`config.mk`:
```
export PLATFORM = sky130hd
export DESIGN_NAME = dds_wave_core
export DESIGN_NICKNAME = d
export VERILOG_FILES = /design/src/rtl/dds_pkg.sv /design/src/rtl/dds_phase_acc.sv /design/src/rtl/dds_shaper.sv /design/src/rtl/dds_square.sv /design/src/rtl/dds_wave_core.sv
export SDC_FILE = /design/constraint.sdc
export NUM_CORES = 1
export LEC_CHECK = 0
export CAP_MARGIN = 20
export CORE_UTILIZATION = 26
export DETAILED_ROUTE_END_ITERATION = 6
export HOLD_SLACK_MARGIN = 0.05
export PLACE_DENSITY_LB_ADDON = 0.15
export SYNTH_ARGS = -nofsm -noshare
export SYNTH_HDL_FRONTEND = slang
export SYNTH_SLANG_ARGS = --single-unit
export TNS_END_PERCENT = 100
```
`constraint.sdc`:
```
create_clock -name clk -period 6.8 [get_ports clk]
set_clock_uncertainty 0.05 [all_clocks]
set_input_delay 0.68 -clock clk [delete_from_list [all_inputs] [get_ports clk]]
set_output_delay 0.68 -clock clk [all_outputs]
set_load 0.005 [all_outputs]
```
`src/rtl/dds_pkg.sv`:
```
package dds_pkg;
  localparam int DDS_ACC_W = 28;
  localparam int DDS_PH_W  = 12;
  localparam int DDS_AMP_W = 10;
  localparam int DDS_QT_AW = 6;

  typedef enum logic [1:0] {
    SHAPE_SINE = 2'd0,
    SHAPE_TRI  = 2'd1,
    SHAPE_OFF  = 2'd2
  } shape_e;

  typedef struct packed {
    logic hold;
    logic fsel;
    logic psel;
    logic tri_mode;
    logic sq_en;
    logic sq_direct;
  } dds_ctl_t;
endpackage

```
`src/rtl/dds_phase_acc.sv`:
```
module dds_phase_acc #(
  parameter int ACC_W = 28
) (
  input  logic             clk,
  input  logic             rst_n,
  input  logic             hold,
  input  logic             fsel,
  input  logic [ACC_W-1:0] ftw_a,
  input  logic [ACC_W-1:0] ftw_b,
  output logic [ACC_W-1:0] acc_q,
  output logic [ACC_W-1:0] ftw_sel,
  output logic             ftw_bad
);
  localparam logic [ACC_W-1:0] HALF_RATE = ACC_W'(1) << (ACC_W-1);

  function automatic logic word_too_fast(input logic [ACC_W-1:0] w);
    return w > HALF_RATE;
  endfunction

  assign ftw_sel = fsel ? ftw_b : ftw_a;
  assign ftw_bad = word_too_fast(ftw_sel);

  always_ff @(posedge clk or negedge rst_n) begin
    if (!rst_n)        acc_q <= '0;
    else if (hold)     acc_q <= '0;
    else if (!ftw_bad) acc_q <= acc_q + ftw_sel;
  end
endmodule

```
`src/rtl/dds_shaper.sv`:
```
module dds_shaper #(
  parameter int PH_W  = 12,
  parameter int AMP_W = 10,
  parameter int QT_AW = 6
) (
  input  logic             clk,
  input  logic             rst_n,
  input  logic [PH_W-1:0]  phase_idx,
  input  dds_pkg::shape_e  shape,
  output logic [AMP_W-1:0] sample_q,
  output logic             valid_q
);
  localparam int QN      = 1 << QT_AW;
  localparam int MAG_W   = AMP_W - 1;
  localparam int MAG_MAX = (1 << MAG_W) - 1;
  localparam logic [AMP_W-1:0] MID = AMP_W'(1) << MAG_W;
  localparam int IDX_AVAIL = PH_W - 2;

  typedef logic [MAG_W-1:0] qtab_t [QN];

  function automatic qtab_t mk_qtab();
    qtab_t t;
    real ang;
    for (int k = 0; k < QN; k++) begin
      ang  = 3.14159265358979 * (real'(k) + 0.5) / real'(2 * QN);
      t[k] = MAG_W'($rtoi(real'(MAG_MAX) * $sin(ang) + 0.5));
    end
    return t;
  endfunction

  localparam qtab_t QTAB = mk_qtab();

  function automatic logic [AMP_W-1:0] fold_tri(input logic [PH_W-1:0] p);
    logic [AMP_W-1:0] ramp;
    ramp = AMP_W'(p[PH_W-2:0] >> (PH_W - 1 - AMP_W));
    return p[PH_W-1] ? ~ramp : ramp;
  endfunction

  logic [QT_AW-1:0] q_idx;
  logic [QT_AW-1:0] q_addr;
  logic [MAG_W-1:0] q_mag;
  logic [1:0]       quad;
  logic [AMP_W-1:0] sine_val;
  logic [AMP_W-1:0] tri_val;

  assign quad = phase_idx[PH_W-1 -: 2];

  generate
    if (QT_AW == IDX_AVAIL) begin : g_full_idx
      assign q_idx = phase_idx[IDX_AVAIL-1:0];
    end else begin : g_trunc_idx
      assign q_idx = phase_idx[IDX_AVAIL-1 -: QT_AW];
    end
  endgenerate

  assign q_addr   = quad[0] ? ~q_idx : q_idx;
  assign q_mag    = QTAB[q_addr];
  assign sine_val = quad[1] ? (MID - AMP_W'(q_mag)) : (MID + AMP_W'(q_mag));
  assign tri_val  = fold_tri(phase_idx);

  always_ff @(posedge clk or negedge rst_n) begin
    if (!rst_n) begin
      sample_q <= '0;
      valid_q  <= 1'b0;
    end else begin
      unique case (shape)
        dds_pkg::SHAPE_SINE: begin sample_q <= sine_val; valid_q <= 1'b1; end
        dds_pkg::SHAPE_TRI:  begin sample_q <= tri_val;  valid_q <= 1'b1; end
        default:             begin sample_q <= '0;       valid_q <= 1'b0; end
      endcase
    end
  end
endmodule

```
`src/rtl/dds_square.sv`:
```
module dds_square (
  input  logic clk,
  input  logic rst_n,
  input  logic hold,
  input  logic msb,
  input  logic en,
  input  logic direct,
  input  logic quiet,
  output logic msb_rise,
  output logic sq_q
);
  logic msb_prev;
  logic half_tog;
  logic tog_next;

  assign msb_rise = msb & ~msb_prev;
  assign tog_next = half_tog ^ msb_rise;

  always_ff @(posedge clk or negedge rst_n) begin
    if (!rst_n) begin
      msb_prev <= 1'b0;
      half_tog <= 1'b0;
      sq_q     <= 1'b0;
    end else if (hold) begin
      msb_prev <= 1'b0;
      half_tog <= 1'b0;
      sq_q     <= 1'b0;
    end else begin
      msb_prev <= msb;
      half_tog <= tog_next;
      sq_q     <= (en && !quiet) ? (direct ? msb : tog_next) : 1'b0;
    end
  end
endmodule

```
`src/rtl/dds_wave_core.sv`:
```
module dds_wave_core #(
  parameter int ACC_W = dds_pkg::DDS_ACC_W,
  parameter int PH_W  = dds_pkg::DDS_PH_W,
  parameter int AMP_W = dds_pkg::DDS_AMP_W,
  parameter int QT_AW = dds_pkg::DDS_QT_AW
) (
  input  logic             clk,
  input  logic             rst_n,
  input  logic [ACC_W-1:0] ftw0_i,
  input  logic [ACC_W-1:0] ftw1_i,
  input  logic [PH_W-1:0]  poff0_i,
  input  logic [PH_W-1:0]  poff1_i,
  input  logic             hold_i,
  input  logic             fsel_i,
  input  logic             psel_i,
  input  logic             tri_mode_i,
  input  logic             sq_en_i,
  input  logic             sq_direct_i,
  output logic [AMP_W-1:0] wave_sample,
  output logic             sample_valid,
  output logic             sq_out
);
  dds_pkg::dds_ctl_t ctl;
  dds_pkg::shape_e   shape;

  logic [ACC_W-1:0] acc_q;
  logic [ACC_W-1:0] ftw_sel;
  logic             ftw_bad;
  logic [PH_W-1:0]  poff_sel;
  logic [PH_W-1:0]  phase_idx;
  logic             acc_msb;
  logic             msb_rise;
  logic             gen_hold;
  logic             mode_reserved;
  logic             out_quiet;

  assign ctl = '{hold: hold_i, fsel: fsel_i, psel: psel_i,
                 tri_mode: tri_mode_i, sq_en: sq_en_i, sq_direct: sq_direct_i};

  assign gen_hold      = ctl.hold;
  assign mode_reserved = ctl.tri_mode & ctl.sq_en;
  assign out_quiet     = gen_hold | ftw_bad | mode_reserved;
  assign poff_sel      = ctl.psel ? poff1_i : poff0_i;
  assign phase_idx     = acc_q[ACC_W-1 -: PH_W] + poff_sel;
  assign acc_msb       = acc_q[ACC_W-1];
  assign shape = out_quiet    ? dds_pkg::SHAPE_OFF :
                 ctl.tri_mode ? dds_pkg::SHAPE_TRI : dds_pkg::SHAPE_SINE;

  dds_phase_acc #(.ACC_W(ACC_W)) u_acc (
    .clk(clk), .rst_n(rst_n), .hold(gen_hold), .fsel(ctl.fsel),
    .ftw_a(ftw0_i), .ftw_b(ftw1_i),
    .acc_q(acc_q), .ftw_sel(ftw_sel), .ftw_bad(ftw_bad)
  );

  dds_shaper #(.PH_W(PH_W), .AMP_W(AMP_W), .QT_AW(QT_AW)) u_shape (
    .clk(clk), .rst_n(rst_n), .phase_idx(phase_idx), .shape(shape),
    .sample_q(wave_sample), .valid_q(sample_valid)
  );

  dds_square u_sq (
    .clk(clk), .rst_n(rst_n), .hold(gen_hold), .msb(acc_msb),
    .en(ctl.sq_en), .direct(ctl.sq_direct), .quiet(out_quiet),
    .msb_rise(msb_rise), .sq_q(sq_out)
  );
endmodule

```
# Yosys cells after proc, flatten, opt, wreduce, memory -nomap -nowiden
# Memories as Yosys holds them, arrays and structs flattened.
# Index checks and enable logic that the tools add are counted.
dict set report classes {
  add_sub_neg 4
  n_lt_le_gt_ge 2
  eq_ne 2
  muxes 18
  n_bitwise 9
  n_reduce_logical 4
}
# operator n
set op_table {}
lappend op_table {{28-bit 2-to-1 mux} 3}
lappend op_table {{28-bit adder} 1}
lappend op_table {{28-bit greater-than comparator, second input constant} 1}
lappend op_table {{10-bit 2-to-1 mux} 2}
lappend op_table {{10-bit case mux with 2 select lines} 1}
lappend op_table {{9-bit 2-to-1 mux} 2}
lappend op_table {{12-bit adder} 1}
lappend op_table {{12-bit 2-to-1 mux} 1}
lappend op_table {{10-bit by 9-bit adder with 10-bit output, first input constant} 1}
lappend op_table {{10-bit NOT} 1}
lappend op_table {{10-bit by 9-bit subtractor with 10-bit output, first input constant} 1}
lappend op_table {{7-bit greater-or-equal comparator, second input constant} 1}
lappend op_table {{1-bit 2-to-1 mux} 7}
lappend op_table {{6-bit NOT with 7-bit output} 1}
lappend op_table {{6-bit 2-to-1 mux} 1}
lappend op_table {{6-bit NOT} 1}
lappend op_table {{1-bit AND} 2}
lappend op_table {{2-bit by 1-bit equality test with 1-bit output, second input constant} 1}
lappend op_table {{2-bit zero test} 1}
lappend op_table {{2-bit 2-to-1 mux} 1}
lappend op_table {{2-bit != test, second input constant} 1}
lappend op_table {{1-bit OR} 2}
lappend op_table {{2-bit OR reduction} 1}
lappend op_table {{1-bit logical AND} 1}
lappend op_table {{3 further kinds} 3}
dict set report word_totals {
  regBits 42
  rom_bits 576
  in_bits 88
  output_inout_bits 12
  elab_cells 46
  memories 1
}
# memory depth width rd rd_ports_with_merged_regs wr line_no
set memory_table {}
lappend memory_table {{(no name shown)} 64 9 1 0 0 dds_shaper.sv:57} ;# assign q_mag = QTAB[q_addr];

# Depth between registers and ports, before layout
dict set report logic_depth {
  word_depth 11
  mapped_depth 24
  mapped_depth_nobuf 22
}

# By module
# A second synthesis with hierarchy kept.
dict set report unflattened {
  hier_cells 796
  hier_area_um2 6247.2
}
# mod n_inst cells_each area_per_inst_um2 seq_area_each_um2
set modules_own_cells {}
lappend modules_own_cells {dds_phase_acc 1 377 3200.6 700.7}
lappend modules_own_cells {dds_shaper 1 329 2250.9 275.3}
lappend modules_own_cells {dds_wave_core 1 75 656.9 0.0}
lappend modules_own_cells {dds_square 1 15 138.9 75.1}

# Worst setup path after synthesis
# Ideal clock, no wire load.
dict set report synth_timing {
  path_kind {input -> register}
  startpoint {in psel_i}
  endpoint {reg u_shape.sample_q[8]}
  setup_time_ns 0.138
  t_arrival_ns 5.792
  required_ns 6.612
  setup_slack_ns 0.820
  cell_stages 22
  path_buffers 3
  cell_sequence {buf_1 mux2_2 ha_1 buf_6 a21o_4 or3_4 o21ai_4 mux2i_4 buf_2 nor2_1 nor2_1 inv_1 ha_1 or4_1 mux2i_1 or4_1 o2111ai_1 and4b_1 nor2_4 a41oi_1 xor2_1 o22ai_1}
}
dict set report synth_between {
  elab_chain_len 11
  word_cells_on_any_way 14
  cone_classes {add/sub (3); mux (7); bitwise (3); memory (1)}
}
# element line_no
set synth_lines {}
lappend synth_lines {{start, declared} dds_wave_core.sv:15} ;# input logic psel_i,
lappend synth_lines {{12-bit 2-to-1 mux *} dds_wave_core.sv:43} ;# assign poff_sel = ctl.psel ? poff1_i : poff0_i;
lappend synth_lines {{12-bit adder *} dds_wave_core.sv:44} ;# assign phase_idx = acc_q[ACC_W-1 -: PH_W] + poff_sel;
lappend synth_lines {{6-bit NOT} dds_shaper.sv:56} ;# assign q_addr = quad[0] ? ~q_idx : q_idx;
lappend synth_lines {{6-bit 2-to-1 mux} dds_shaper.sv:56}
lappend synth_lines {{6-bit NOT with 7-bit output (not written as such)} dds_shaper.sv:57}
lappend synth_lines {{memory read 64 x 9 bit} -}
lappend synth_lines {{9-bit 2-to-1 mux (not written as such) (2 in a row)} dds_shaper.sv:57}
lappend synth_lines {{10-bit by 9-bit adder with 10-bit output / 10-bit by 9-bit subtractor with 10-bit output (equally long branches)} dds_shaper.sv:58} ;# assign sine_val = quad[1] ? (MID - AMP_W'(q_mag)) : (MID + AMP_W'(q_mag));
lappend synth_lines {{10-bit 2-to-1 mux} dds_shaper.sv:58}
lappend synth_lines {{10-bit case mux with 2 select lines *} dds_shaper.sv:66} ;# unique case (shape)
lappend synth_lines {{end signal, assigned} dds_shaper.sv:67} ;# dds_pkg::SHAPE_SINE: begin sample_q <= sine_val; valid_q <= 1'b1; end
lappend synth_lines {{end signal, assigned} dds_shaper.sv:68} ;# dds_pkg::SHAPE_TRI: begin sample_q <= tri_val; valid_q <= 1'b1; end
lappend synth_lines {{end signal, assigned} dds_shaper.sv:69} ;# default: begin sample_q <= '0; valid_q <= 1'b0; end
lappend synth_lines {{end, declared} dds_shaper.sv:10} ;# output logic [AMP_W-1:0] sample_q,
# Every way passes the cells marked *; elsewhere a longest branch is shown, timed or not. The select of a mux whose other input is x is not followed.
# A chain may end at the register's enable or synchronous reset.

# Worst setup path after layout
# Same ends and word-level chain as after synthesis.

==> reports/qor.txt <==
Sw Share: 52.4%
IO Count: 100
CTS H-tree depth: 2
Crit path largest cell delay: 0.86 ns
Worst reg2reg setup slack: 1.68 ns
Number of flops mapped to enable cells by yosys: 0
Slowest CP cell: clkdlybuf4s50_1
Port bufs: 99
Psw: 1750 uW
Int Pwr: 1590 uW
Critical path type: input pin to flop
First-pass GRT wire length: 31600 um
Min Tclk post-route: 6.28 ns
Syn avg cell area: 8.32 sq um
Cts bufs inserted: 5
Clk pwr share: 8.5%
Final Max Slew Viols: 0
Clk slew on worst S/H paths: 0.07 ns
Register area share after synthesis: 18.0%
Final hold violation count: 0
Die span in x: 152 um
Largest net degree at the start of global routing: 46
CTS tree: done
Critical Path End Type: flop
Synth cell types: 90
Insertion delay to the later sink of the worst-skew pair: 0.29 ns
Post_cts resized: 0
Synth area leader: dfrtp_1
Area after DPL: 0.00719 sq mm
Period utilization: 92.4%
Critical path arrival: 6.38 ns
Drt first pass iters: 7
Drt first-iter violations: 472
Antenna violations before repair: 0
F_max: 0.159 GHz
Syn Inst Count: 703
Worst Reg-to-Reg Cells: 20
CP top delay family: simple AND/OR/NAND/NOR gates
Die Area: 0.0231 sq mm
# DRC: 10
Share of cells above drive strength 1: 12.4%
Post-Synthesis Cell Area: 0.00585 sq mm
Vias in the first global route: 5577
Post-synth ARST share: 100%
Worst vdd ir: 163 uV
Reg power frac: 10.5%
Initial core utilization: 26.6%
Failing checks: DRC
Post-CTS setup buffers: 0
Final GP Congestion: 0.864
Core region area: 0.0220 sq mm
Area Overhead vs Synth: 25.7%
DRT antenna net count: 0
Clock Tree Buf Depth: 2
CTS root buffer: clkbuf_16
WP buf/inv: 3
Static Leak: 0.00311 uW
Overflow after GRT: 0
Post-DR wirelength/cell: 18.0 um
Flops & latches, synth: 42
Top-area cell type share of the netlist area: 18.0%
Critical Path RT: 6.90 ns
Routed vias/inst: 5.30
Rel. slew slack: 35.0%
Setup TNS: 0 ns
Run status: finished, violations left
Synthesis Warnings: 0
Syn Nets: 842
R2R Path Start: u_acc.acc_q[17]
PD cells: 454 mW/mm^2
R2R Path End: u_shape.sample_q[8]
RSZ-0062 raised after global routing: no
Combinational group share of total power: 81.0%
Maxcap violations: 0
Vias: 5709
Global-route usage over all layers: 16.9%
HP Class: input pin to async pin
Row cnt: 54
Drt total wl: 19300 um
Post-route cell area: 0.00735 sq mm
Max FO, Critical Path: 10
Nets: 935
Ys flop type: dfrtp_1
Dpl hpwl: 15200 um
Worst path cell trace: clkdlybuf4s50_1 > mux2_2 > ha_1 > a21o_4 > or3_4 > o21ai_4 > mux2_4 > nor2_1 > nor2_1 > inv_1 > ha_1 > inv_1 > nand4_1 > mux2i_1 > or4_1 > o2111ai_1 > and4b_1 > nor2_4 > a41oi_1 > xor2_1 > o22ai_1
Die height: 152 um
CP startpoint kind: input pin
Cts hold-fix bufs: 0
Synth area leaders: dfrtp_1, ha_1, mux2_2
Antenna Cells: 0
Slew @ Worst Pin: 0.974 ns
Final Setup Violations: 0
Clock sink count: 42
==> power groups by stage <==
| stage | combinational (uW) | clock, uW | sequential (uW) |
|---|---|---|---|
| final | 2700 | 284 | 350 |
| after global routing | 2940 | 303 | 359 |
| after CTS | 2670 | 294 | 352 |
| after detailed placement | 2660 | 0 | 356 |
| after global placement | 2710 | 0 | 357 |
| after floorplan | 1930 | 0 | 346 |
==> final cells by class <==
cell class	count	area [sq um]
timing repair buffer	119	1140
sequential	42	1050
clock buffer	5	125
fill	2284	14600
tap	280	350
clock inverter	3	43.8
inverter	23	86.3
multi-input combinational	605	4560
==> registers in the layout, indices dropped and copies added (netlist names) <==
signal            cells
u_acc.acc_q          28
u_shape.sample_q     10
u_shape.valid_q       1
u_sq.half_tog         1
u_sq.msb_prev         1
u_sq.sq_q             1
==> cells in the mapped netlist (all sizes together) (8+ instances only) <==
cell type,number
a211oi,13
a21o,19
a21oi,52
and3,8
buf,13
clkbuf,20
dfrtp,42
ha,49
inv,23
mux2,40
mux2i,23
nand2,27
nand3,22
nand4,9
nor2,88
nor3,16
nor4,10
o21a,10
o21ai,30
o22ai,14
xnor2,46
xor2,18
==> metrics by stage <==
stage / setup WS [ns] / hold WS [ns] / total power, uW / cells / utilization, %
after floorplan: 0.820 / 0.334 / 2270 / 703 / -
after global placement: 0.333 / 0.461 / 3060 / 1069 / 32.7
after detailed placement: 0.211 / 0.464 / 3020 / 1069 / 32.7
after CTS: 0.563 / 0.455 / 3320 / 1077 / 33.5
after global routing: 0.294 / 0.490 / 3600 / 1077 / 33.5
final: 0.518 / 0.420 / 3340 / 1077 / 33.5
==> worst max path at each step <==
stage,depth (start not counted),slack [ns],to,start
2_1_floorplan,22,0.82,u_shape.sample_q[8],psel_i
3_3_place_gp,21,0.33,u_shape.sample_q[6],psel_i
3_5_place_dp,21,0.21,u_shape.sample_q[8],psel_i
4_1_cts,21,0.56,u_shape.sample_q[8],psel_i
5_1_grt,21,0.29,u_shape.sample_q[6],psel_i
6_report,21,0.52,u_shape.sample_q[8],psel_i
==> layout by cell type (no fill, tap or decap), types with 20 or more instances in the layout <==
| cell | n |
|---|---|
| o21ai_0 | 28 |
| nand3_1 | 22 |
| buf_4 | 20 |
| dfrtp_1 | 42 |
| inv_1 | 23 |
| xnor2_1 | 43 |
| nand2_1 | 26 |
| nor2_1 | 84 |
| a21oi_1 | 52 |
| mux2i_1 | 21 |
| mux2_2 | 38 |
| clkdlybuf4s50_1 | 98 |
| ha_1 | 49 |
==> per-layer routing <==
metal  GRT usage (%)  vias to the layer above  share of wire [%]
met1            24.1                     2688                 49
met5               0                        -                  0
met2            27.3                      179                 46
met3            2.62                       14                4.9
met4            2.19                        0               0.97
li1                -                     2828                  -
==> cell families (layout without fill, tap and decap cells) <==
kind of cell    Yosys count  after routing  synth area share (%)
mux                      65             65                  12.7
buf+inv                  56            150                  4.08
compound gates          211            211                  25.4
fa+ha+maj                51             51                  11.2
xor+xnor                 66             66                  10.7
flops                    42             42                  18.0
simple gates            212            212                  17.9
No activity file was read; power rests on OpenSTA's default activity.
